--- src/rtl/cig_pkg.sv ---
package cig_pkg;
  localparam int CIG_DATA_W    = 9;
  localparam int CIG_SIZE_W    = 7;
  localparam int CIG_DEPTH     = 128;
  localparam int CIG_MIN_CELL  = 8;
  localparam int CIG_DFLT_CELL = 53;

  typedef enum logic {
    FR_HUNT = 1'b0,
    FR_FILL = 1'b1
  } frame_state_e;
endpackage

--- src/rtl/cig_size_cfg.sv ---
module cig_size_cfg import cig_pkg::*; #(
  parameter int SIZE_W    = CIG_SIZE_W,
  parameter int MIN_CELL  = CIG_MIN_CELL,
  parameter int DFLT_CELL = CIG_DFLT_CELL
) (
  input  logic              clk,
  input  logic              rst,
  input  logic              use_dflt,
  input  logic [SIZE_W-1:0] size_code,
  output logic [SIZE_W:0]   cell_len
);
  localparam logic [SIZE_W:0] LEN_MAX = {1'b1, {SIZE_W{1'b0}}};
  localparam logic [SIZE_W:0] LEN_MIN = (SIZE_W+1)'(MIN_CELL);

  logic [SIZE_W:0] decoded;
  logic [SIZE_W:0] chosen;

  always_comb begin
    if (size_code == '0)
      decoded = LEN_MAX;
    else if ({1'b0, size_code} < LEN_MIN)
      decoded = LEN_MIN;
    else
      decoded = {1'b0, size_code};
  end

  generate
    if (DFLT_CELL > 0) begin : g_dflt
      localparam logic [SIZE_W:0] LEN_DFLT = (SIZE_W+1)'(DFLT_CELL);
      assign chosen = use_dflt ? LEN_DFLT : decoded;
    end else begin : g_nodflt
      logic unused_dflt;
      assign unused_dflt = use_dflt;
      assign chosen = decoded;
    end
  endgenerate

  // Continuously reloaded while reset is held; frozen once it is released.
  always_ff @(posedge clk) begin
    if (rst)
      cell_len <= chosen;
  end
endmodule

--- src/rtl/cig_framer.sv ---
module cig_framer import cig_pkg::*; #(
  parameter int SIZE_W = CIG_SIZE_W
) (
  input  logic            clk,
  input  logic            rst,
  input  logic            tx_mode,
  input  logic            en_in,
  input  logic            en_out,
  input  logic            cav_in,
  input  logic            cav_out,
  input  logic            soc_in,
  input  logic [SIZE_W:0] cell_len,
  output logic            accept,
  output logic            cell_done,
  output logic            fill_nxt
);
  localparam logic [SIZE_W:0] ONE = (SIZE_W+1)'(1);

  frame_state_e    st_q;
  logic [SIZE_W:0] cnt_q;
  logic            in_cell;
  logic            offer;
  logic            cav_ok;
  logic            start;

  always_comb begin
    in_cell   = (st_q == FR_FILL);
    // Receive: block owns enable; once a cell is open, cell-available no longer gates.
    offer     = tx_mode ? en_in : (en_out & (cav_in | in_cell));
    cav_ok    = tx_mode ? cav_out : cav_in;
    start     = !rst & !in_cell & offer & soc_in & cav_ok;
    cell_done = !rst & in_cell & offer & (cnt_q == cell_len - ONE);
    accept    = start | (!rst & in_cell & offer);
    fill_nxt  = start | (in_cell & !cell_done);
  end

  always_ff @(posedge clk) begin
    if (rst) begin
      st_q  <= FR_HUNT;
      cnt_q <= '0;
    end else if (start) begin
      st_q  <= FR_FILL;
      cnt_q <= ONE;
    end else if (cell_done) begin
      st_q  <= FR_HUNT;
      cnt_q <= '0;
    end else if (accept) begin
      cnt_q <= cnt_q + ONE;
    end
  end
endmodule

--- src/rtl/cig_space.sv ---
module cig_space import cig_pkg::*; #(
  parameter int DEPTH    = CIG_DEPTH,
  parameter int SIZE_W   = CIG_SIZE_W,
  parameter int MIN_CELL = CIG_MIN_CELL,
  parameter int OCC_W    = $clog2(DEPTH + 1),
  parameter int CELLS_W  = $clog2(DEPTH / MIN_CELL + 1)
) (
  input  logic             clk,
  input  logic             rst,
  input  logic             wr,
  input  logic             done,
  input  logic             pop,
  input  logic [SIZE_W:0]  cell_len,
  output logic [OCC_W-1:0] occ_q,
  output logic             room_nxt,
  output logic             ready_q
);
  logic [CELLS_W-1:0] cells_q;
  logic [CELLS_W-1:0] cells_nxt;
  logic [OCC_W:0]     occ_sum;
  logic [OCC_W-1:0]   occ_nxt;
  logic [OCC_W+1:0]   need;
  logic               pop_ok;

  always_comb begin
    pop_ok    = pop & (cells_q != '0);
    occ_sum   = {1'b0, occ_q} + (OCC_W+1)'(wr)
              - (pop_ok ? (OCC_W+1)'(cell_len) : '0);
    occ_nxt   = occ_sum[OCC_W-1:0];
    cells_nxt = cells_q + CELLS_W'(done) - CELLS_W'(pop_ok);
    need      = (OCC_W+2)'(occ_nxt) + (OCC_W+2)'(cell_len);
    room_nxt  = (need <= (OCC_W+2)'(DEPTH));
  end

  always_ff @(posedge clk) begin
    if (rst) begin
      occ_q   <= '0;
      cells_q <= '0;
      ready_q <= 1'b0;
    end else begin
      occ_q   <= occ_nxt;
      cells_q <= cells_nxt;
      ready_q <= (cells_nxt != '0);
    end
  end
endmodule

--- src/rtl/cell_ingress_ctrl.sv ---
module cell_ingress_ctrl import cig_pkg::*; #(
  parameter int DATA_W    = CIG_DATA_W,
  parameter int SIZE_W    = CIG_SIZE_W,
  parameter int DEPTH     = CIG_DEPTH,
  parameter int MIN_CELL  = CIG_MIN_CELL,
  parameter int DFLT_CELL = CIG_DFLT_CELL
) (
  input  logic              clk,
  input  logic              rst,
  input  logic              tx_mode,
  input  logic              use_dflt,
  input  logic [SIZE_W-1:0] size_code,
  input  logic              cav_in,
  input  logic              en_in,
  input  logic              soc_in,
  input  logic [DATA_W-1:0] data_in,
  input  logic              cell_pop,
  output logic              en_out,
  output logic              cav_out,
  output logic              wr_en_o,
  output logic [DATA_W-1:0] wr_data_o,
  output logic              cell_ready_o
);
  localparam int OCC_W   = $clog2(DEPTH + 1);
  localparam int CELLS_W = $clog2(DEPTH / MIN_CELL + 1);

  logic [SIZE_W:0]  cell_len;
  logic             accept;
  logic             cell_done;
  logic             fill_nxt;
  logic [OCC_W-1:0] occ_q;
  logic             room_nxt;

  cig_size_cfg #(
    .SIZE_W(SIZE_W), .MIN_CELL(MIN_CELL), .DFLT_CELL(DFLT_CELL)
  ) u_cfg (
    .clk(clk), .rst(rst), .use_dflt(use_dflt),
    .size_code(size_code), .cell_len(cell_len)
  );

  cig_framer #(.SIZE_W(SIZE_W)) u_frm (
    .clk(clk), .rst(rst), .tx_mode(tx_mode),
    .en_in(en_in), .en_out(en_out), .cav_in(cav_in), .cav_out(cav_out),
    .soc_in(soc_in), .cell_len(cell_len),
    .accept(accept), .cell_done(cell_done), .fill_nxt(fill_nxt)
  );

  cig_space #(
    .DEPTH(DEPTH), .SIZE_W(SIZE_W), .MIN_CELL(MIN_CELL),
    .OCC_W(OCC_W), .CELLS_W(CELLS_W)
  ) u_spc (
    .clk(clk), .rst(rst), .wr(accept), .done(cell_done), .pop(cell_pop),
    .cell_len(cell_len), .occ_q(occ_q), .room_nxt(room_nxt),
    .ready_q(cell_ready_o)
  );

  // Handshake flags use next-state occupancy so they never lag a write or pop.
  always_ff @(posedge clk) begin
    if (rst) begin
      en_out    <= 1'b0;
      cav_out   <= 1'b0;
      wr_en_o   <= 1'b0;
      wr_data_o <= '0;
    end else begin
      en_out    <= !tx_mode & (fill_nxt | room_nxt);
      cav_out   <= tx_mode & room_nxt;
      wr_en_o   <= accept;
      wr_data_o <= data_in;
    end
  end
endmodule

--- config.mk ---
export PLATFORM = sky130hd
export DESIGN_NAME = cell_ingress_ctrl
export DESIGN_NICKNAME = d
export VERILOG_FILES = /design/src/rtl/cig_pkg.sv /design/src/rtl/cig_size_cfg.sv /design/src/rtl/cig_framer.sv /design/src/rtl/cig_space.sv /design/src/rtl/cell_ingress_ctrl.sv
export SDC_FILE = /design/constraint.sdc
export NUM_CORES = 1
export LEC_CHECK = 0
export ABC_AREA = 1
export BUFFER_PORTS_ARGS = -buffer_cell sky130_fd_sc_hd__buf_2
export CORE_ASPECT_RATIO = 1.25
export CORE_UTILIZATION = 53
export CTS_BUF_LIST = sky130_fd_sc_hd__clkbuf_16
export DETAILED_ROUTE_END_ITERATION = 7
export PLACE_DENSITY = 0.76
export SKIP_CTS_REPAIR_TIMING = 1
export SYNTH_ARGS = -nofsm -noshare
export SYNTH_HDL_FRONTEND = slang
export SYNTH_SLANG_ARGS = --single-unit
--- constraint.sdc ---
create_clock -name clk -period 3.9 [get_ports clk]
set_clock_uncertainty 0.15 [all_clocks]
set_input_delay 0.195 -clock clk [delete_from_list [all_inputs] [get_ports clk]]
set_output_delay 0.195 -clock clk [all_outputs]
set_load 0.02 [all_outputs]
==> flow_summary.toml, run 1 <==
[logic_synthesis]
synth_warnings = 0
synth_compound_area_share_pct = 6.46
synth.ff_latch_count = 43
ys_seq_area_share_pct = 32.6
synth_simple_gate_area_share_pct = 30.4
ys_types = 34
synth_fp_nets = 459
synth_top_family_by_area = "simple AND/OR/NAND/NOR gates"
syn_inst = 402
synth_fa_ha_area_share_pct = 15.1
syn-mean-instance-area_um2 = 7.18
synth_xor_xnor_area_share_pct = 5.16
muxShareOfSynthArea_pct = 0
syn_area_um2 = 2890

[floorplan]
pin_count = 37
num_rows = 29
die_x_um = 68.0
dieHeight_um = 84.5
core-area_um2 = 5150
start_util_pct = 56.0
die-area_um2 = 5740

[drt]
drc = 0
via_per_inst = 5.09
dr.pass1.iters = 4
wl_mm = 6.41
vias = 2649
wire_per_inst_um = 12.3
final_antenna_net_count = 0
drtIter0Drc = 183

[critical_path]
cp_common_cell = "nand2_1"
ff2ff_setup_slack_ps = 30
crit_path_max_fanout = 5
endpoint_kind = "flip-flop"
crit_cells = 27
cp-startpoint = "u_spc.cells_q[3]"
worst_r2r_endpoint = "cav_out"
cp_num_buf_inv = 6
start_kind = "flip-flop"
slowest_stage = "ha_1"
worstPathRequired_ps = 3970
r2r_start = "u_spc.cells_q[3]"
worst_ep_arrival_time_ps = 3950
crit_type = "flip-flop to flip-flop"
crit_path_end = "cav_out"
slowest_delay_ps = 380
crit_family = "adder cells"
ff2ff_path_depth = 27

[global_routing]
grt_pass1_wl_mm = 10.2
grt_pass1_vias = 2370
track_usage_pct = 23.2
grt_max_degree = 32
antenna_found_initial = 0
grt_overflow = 0

[clock_tree]
clock-root-buffer = "clkbuf_16"
cts_num_sinks = 43
clk_latency_ps = 290
h-tree-depth = 2
ctsLongestPathBuffers = 2
cts_tree = "yes"
cts-buffers-inserted = 5
clk_pin_slew_ps = 60

[placement]
place_area_um2 = 3140
place_worst_setup_slack_ps = -12.2
dp_hpwl_mm = 4.66
numPortBuffers = 36
place_congestion = 0.919
post-place-cells = 499

[sta]
rsz0062_at_grt = "yes"
slew_violations = 0
timing_hold_violations_final = 0
finalSetupTns_ps = 0
max_freq_mhz = 258
setup_ws_ps = 29.0
worstMarginPinSlew_ps = 551
setup_viol = 0
fin_crit_ps = 3870
relSlewSlack_pct = 63.0
finalCritPeriodShare_pct = 99.3

[finish]
final_cells = 520
final_nets = 514
final_design_area_no_fill_um2 = 3460
area_growth_syn_to_layout_pct = 20.0
layout-drive-gt1-share_pct = 17.0
num_antenna_cells = 0

[min_path]
hold_class = "primary input to flip-flop"

[job]
drv_cap = 0

[pwr]
power.leakage_nw = 1.77
p_per_area_nw_per_um2 = 908
ir_drop_v = 0.000743

[outcome]
status = "complete, no violations"
-- cell families (layout without fill, tap and decap cells) --
family,Yosys count,after routing
buf+inv,77,133
compound gates,34,34
flops,43,43
xor+xnor,17,17
fa+ha+maj,33,33
simple gates,198,198
-- tightest hold or removal path, stage by stage --
cell     delay [ps]
buf_2           130
nand2_1          60
nor2_1           30
-- state kept, by name (all words and copies together), names as in the netlist --
name            cells
wr_en_o             1
cav_out             1
u_cfg.cell_len      8
u_spc.cells_q       5
wr_data_o           9
u_frm.cnt_q         8
u_spc.ready_q       1
en_out              1
u_frm.in_cell       1
u_spc.occ_q         8
-- synthesized netlist by cell type --
library cell	n	area (µm²)
nand4_1	6	37.5
edfxtp_1	8	240
nor3b_4	1	18.8
xnor2_1	4	35.0
buf_2	1	5.00
o21ai_0	7	35.0
nand3_2	1	10.0
inv_1	73	274
nand3_1	25	125
buf_6	1	11.3
nor4_1	1	6.26
fa_1	3	60.1
or2_2	3	18.8
xor2_1	13	114
ha_1	30	375
or3_1	1	6.26
and2_1	1	6.26
o21a_1	2	15.0
nand2_1	101	379
nor3_1	3	15.0
nand2_4	1	11.3
o21bai_1	1	7.51
a21oi_2	1	8.76
nand2_2	1	6.26
dfxtp_1	35	701
nor2_1	47	176
a211oi_1	2	15.0
a21oi_1	20	100
nor2_2	1	6.26
nand3b_1	2	15.0
nor3_2	2	20.0
clkbuf_1	2	7.51
nand3_4	1	17.5
o21ai_1	1	5.00
-- stage by stage --
stage | total power [mW] | hold WS (ps) | utilization, %
2_1_floorplan | 2.13 | 152 | -
3_3_place_gp | 2.42 | 246 | 61.0
3_5_place_dp | 2.48 | 252 | 61.0
4_1_cts | 2.90 | -45.5 | 63.8
5_1_grt | 3.49 | 27.3 | 67.2
6_report | 3.14 | 19.8 | 67.2
-- report_power, final --
group          total, mW  leakage (nW)  switching, mW  internal [mW]
clock              0.411        0.0658          0.175          0.236
sequential         0.587         0.367         0.0469          0.541
combinational       2.15          1.34           1.26          0.890
total               3.14          1.77           1.48           1.67
-- routing by layer --
layer | part of all wire (%) | global-route usage (%) | vias to the layer above | routed length [µm]
li1 | - | - | 1374 | -
met1 | 43 | 29.2 | 1201 | 2770
met2 | 51 | 37.6 | 58 | 3270
met3 | 3.2 | 3.80 | 16 | 202
met4 | 2.5 | 10.4 | 0 | 159
met5 | 0 | 0 | - | 0
-- worst min-delay path by stage --
| stage | from | end | slack (ps) | cells after the start |
|---|---|---|---|---|
| finish | tx_mode | cav_out | 20 | 3 |
| global route | tx_mode | cav_out | 30 | 3 |
| CTS | data_in[0] | wr_data_o[0] | -50 | 3 |
| detailed placement | data_in[0] | wr_data_o[0] | 250 | 3 |
| global placement | data_in[4] | wr_data_o[4] | 250 | 3 |
| floorplan | data_in[0] | wr_data_o[0] | 150 | 2 |
-- cell type report --
type	instances	area, µm²
flip-flops and latches	43	943
clock inverters	3	20.0
fillers	422	1690
inverters	73	274
well taps	62	77.6
clock buffers	5	125
repair buffers	52	323
multi-input cells	282	1700
-- cell usage in the layout (no fill, tap or decap), types with 4 or more instances in the layout --
master	count
a21oi_1	16
a21oi_2	5
buf_2	36
buf_4	7
clkbuf_16	5
dfxtp_1	33
dlygate4sd3_1	9
edfxtp_1	8
ha_1	27
inv_1	70
nand2_1	101
nand3_1	24
nand4_1	6
nor2_1	46
o21ai_0	6
xnor2_1	4
xor2_1	13
Power figures use the tool's default switching activity.
==> run 2: changes to the inputs <==
Settings changed: ABC_AREA 1 to not set, CORE_UTILIZATION 53 to 52, PLACE_DENSITY 0.76 to 0.75.
==> flow_summary.toml, run 2 <==
[logic_synthesis]
synth_fa_ha_area_share_pct = 16.0
synth_top_area_share_pct = 25.7
yosys.cell_count.top_type = "dfxtp_1"
post-synth-top-area-cell = "dfxtp_1"
synth_top_family_by_area = "simple AND/OR/NAND/NOR gates"
muxShareOfSynthArea_pct = 1.24
ys_seq_area_share_pct = 34.5
synth_warnings = 0
synth_xor_xnor_area_share_pct = 9.65
synth-edff-count = 8
synth_simple_gate_area_share_pct = 21.9
syn_inst = 292
synth.top_cells.by_area = "dfxtp_1, ha_1, edfxtp_1"
synth_compound_area_share_pct = 13.1
synthTopCellsByCount = "dfxtp_1, ha_1, nor2b_1"
synth.ff_latch_count = 43
synthFlopType = "dfxtp_1"
asyncSetResetFlopFracSynth_pct = 0
ys_types = 47
syn-mean-instance-area_um2 = 9.33
synth_fp_nets = 349
syn_area_um2 = 2720

[critical_path]
ff2ff_path_depth = 18
crit_path_end = "en_out"
slowest_stage = "or4_1"
start_kind = "flip-flop"
crit_path_max_fanout = 6
worstPathRequired_ps = 3910
path_cells = "inv_2 -> ha_4 -> a31oi_4 -> and2_4 -> ha_4 -> inv_2 -> ha_4 -> fa_2 -> buf_4 -> xor2_1 -> ha_1 -> buf_4 -> o21ai_0 -> nor2_1 -> or4_1 -> a41oi_2 -> buf_4 -> o32ai_2"
crit_cells = 18
cp_num_buf_inv = 5
endpoint_kind = "flip-flop"
worst_r2r_endpoint = "en_out"
worst_ep_arrival_time_ps = 3900
ff2ff_setup_slack_ps = 8
crit_family = "adder cells"
r2r_start = "u_spc.cells_q[3]"
slowest_delay_ps = 430
crit_type = "flip-flop to flip-flop"
cp-startpoint = "u_spc.cells_q[3]"

[clock_tree]
clk_latency_ps = 290
h-tree-depth = 2
cts_num_sinks = 43
clock-root-buffer = "clkbuf_16"
ctsLongestPathBuffers = 2
cts_tree = "yes"
cts-buffers-inserted = 5
clk_pin_slew_ps = 60

[pwr]
p_per_area_nw_per_um2 = 1060
power.leakage_nw = 1.48
total_power_mw = 3.66
ir_drop_v = 0.000587

[outcome]
violations = "negative hold slack"
status = "finished with violations"

[drt]
drc = 0
dr.pass1.iters = 4
drtIter0Drc = 87
wl_mm = 6.54
wire_per_inst_um = 15.6
via_per_inst = 5.61
vias = 2349
final_antenna_net_count = 0

[global_routing]
grt_pass1_wl_mm = 9.60
grt_max_degree = 40
grt_overflow = 0
track_usage_pct = 22.7
antenna_found_initial = 0
grt_pass1_vias = 2249

[finish]
final_nets = 413
num_antenna_cells = 0
largest_reg_flops = 9
regMostFlops = "wr_data_o"
final_cell_mix = "buf_2, dfxtp_1, ha_1"
final_common_cell = "buf_2"
layout-drive-gt1-share_pct = 30.3
area_growth_syn_to_layout_pct = 27.4

[floorplan]
start_util_pct = 54.0
core-area_um2 = 5040
dieHeight_um = 82.9
pin_count = 37
num_rows = 29
die-area_um2 = 5530
die_x_um = 66.7

[sta]
setup_viol = 0
slew_violations = 0
fin_crit_ps = 3890
worstMarginPinSlew_ps = 428
max_freq_mhz = 257
whs_ps = -21.1
finalCritPeriodShare_pct = 99.8
relSlewSlack_pct = 70.7
timing_hold_violations_final = 1

[min_path]
hold_class = "primary input to flip-flop"

[placement]
dp_hpwl_mm = 4.38
numPortBuffers = 36
place_congestion = 0.800

[job]
drv_cap = 0
-- run 2: cell type report --
class | instances | area, µm²
Inverter | 18 | 67.6
Fill cell | 358 | 1570
Clock buffer | 5 | 125
Sequential cell | 43 | 943
Clock inverter | 3 | 15.0
Timing Repair Buffer | 63 | 410
Tap cell | 62 | 77.6
Multi-Input combinational cell | 225 | 1830
-- run 2: worst min-delay path by stage --
stage,startpoint,to,slack [ps],depth (start not counted)
final,data_in[4],wr_data_o[4],-20,2
after global routing,data_in[4],wr_data_o[4],9,2
after CTS,data_in[8],wr_data_o[8],-40,2
after detailed placement,data_in[0],wr_data_o[0],260,2
after global placement,data_in[5],wr_data_o[5],250,2
after floorplan,rst,u_cfg.cell_len[0],160,0
-- run 2: layer usage --
| metal | part of all wire (%) | vias up | routed length, µm | global-route usage, % |
|---|---|---|---|---|
| met3 | 3.3 | 13 | 213 | 5.77 |
| met5 | 0 | - | 0 | 0 |
| met4 | 2.5 | 0 | 166 | 8.90 |
| li1 | - | 1156 | - | - |
| met2 | 55 | 45 | 3560 | 40.3 |
| met1 | 40 | 1135 | 2590 | 24.7 |
-- run 2: kinds of logic after synthesis --
family	count (synthesis)
compound gates	55
fa+ha+maj	33
mux	3
flops	43
buf+inv	24
xor+xnor	30
simple gates	104
-- run 2: power by group --
group | switching [mW] | leakage, nW | internal (mW)
Sequential | 0.0495 | 0.367 | 0.541
Combinational | 1.39 | 1.04 | 1.28
Clock | 0.173 | 0.0753 | 0.234
-- run 2: through the flow --
stage	cells	util, %	setup WS (ps)	instance area [µm²]	TNS (ps)
CTS	404	63.2	-245	3190	-337
global route	419	68.8	-172	3470	-261
finish	419	68.8	7.51	3470	0
floorplan	292	-	122	2730	0
global placement	396	60.4	-146	3050	-146
detailed placement	396	60.4	-210	3050	-250
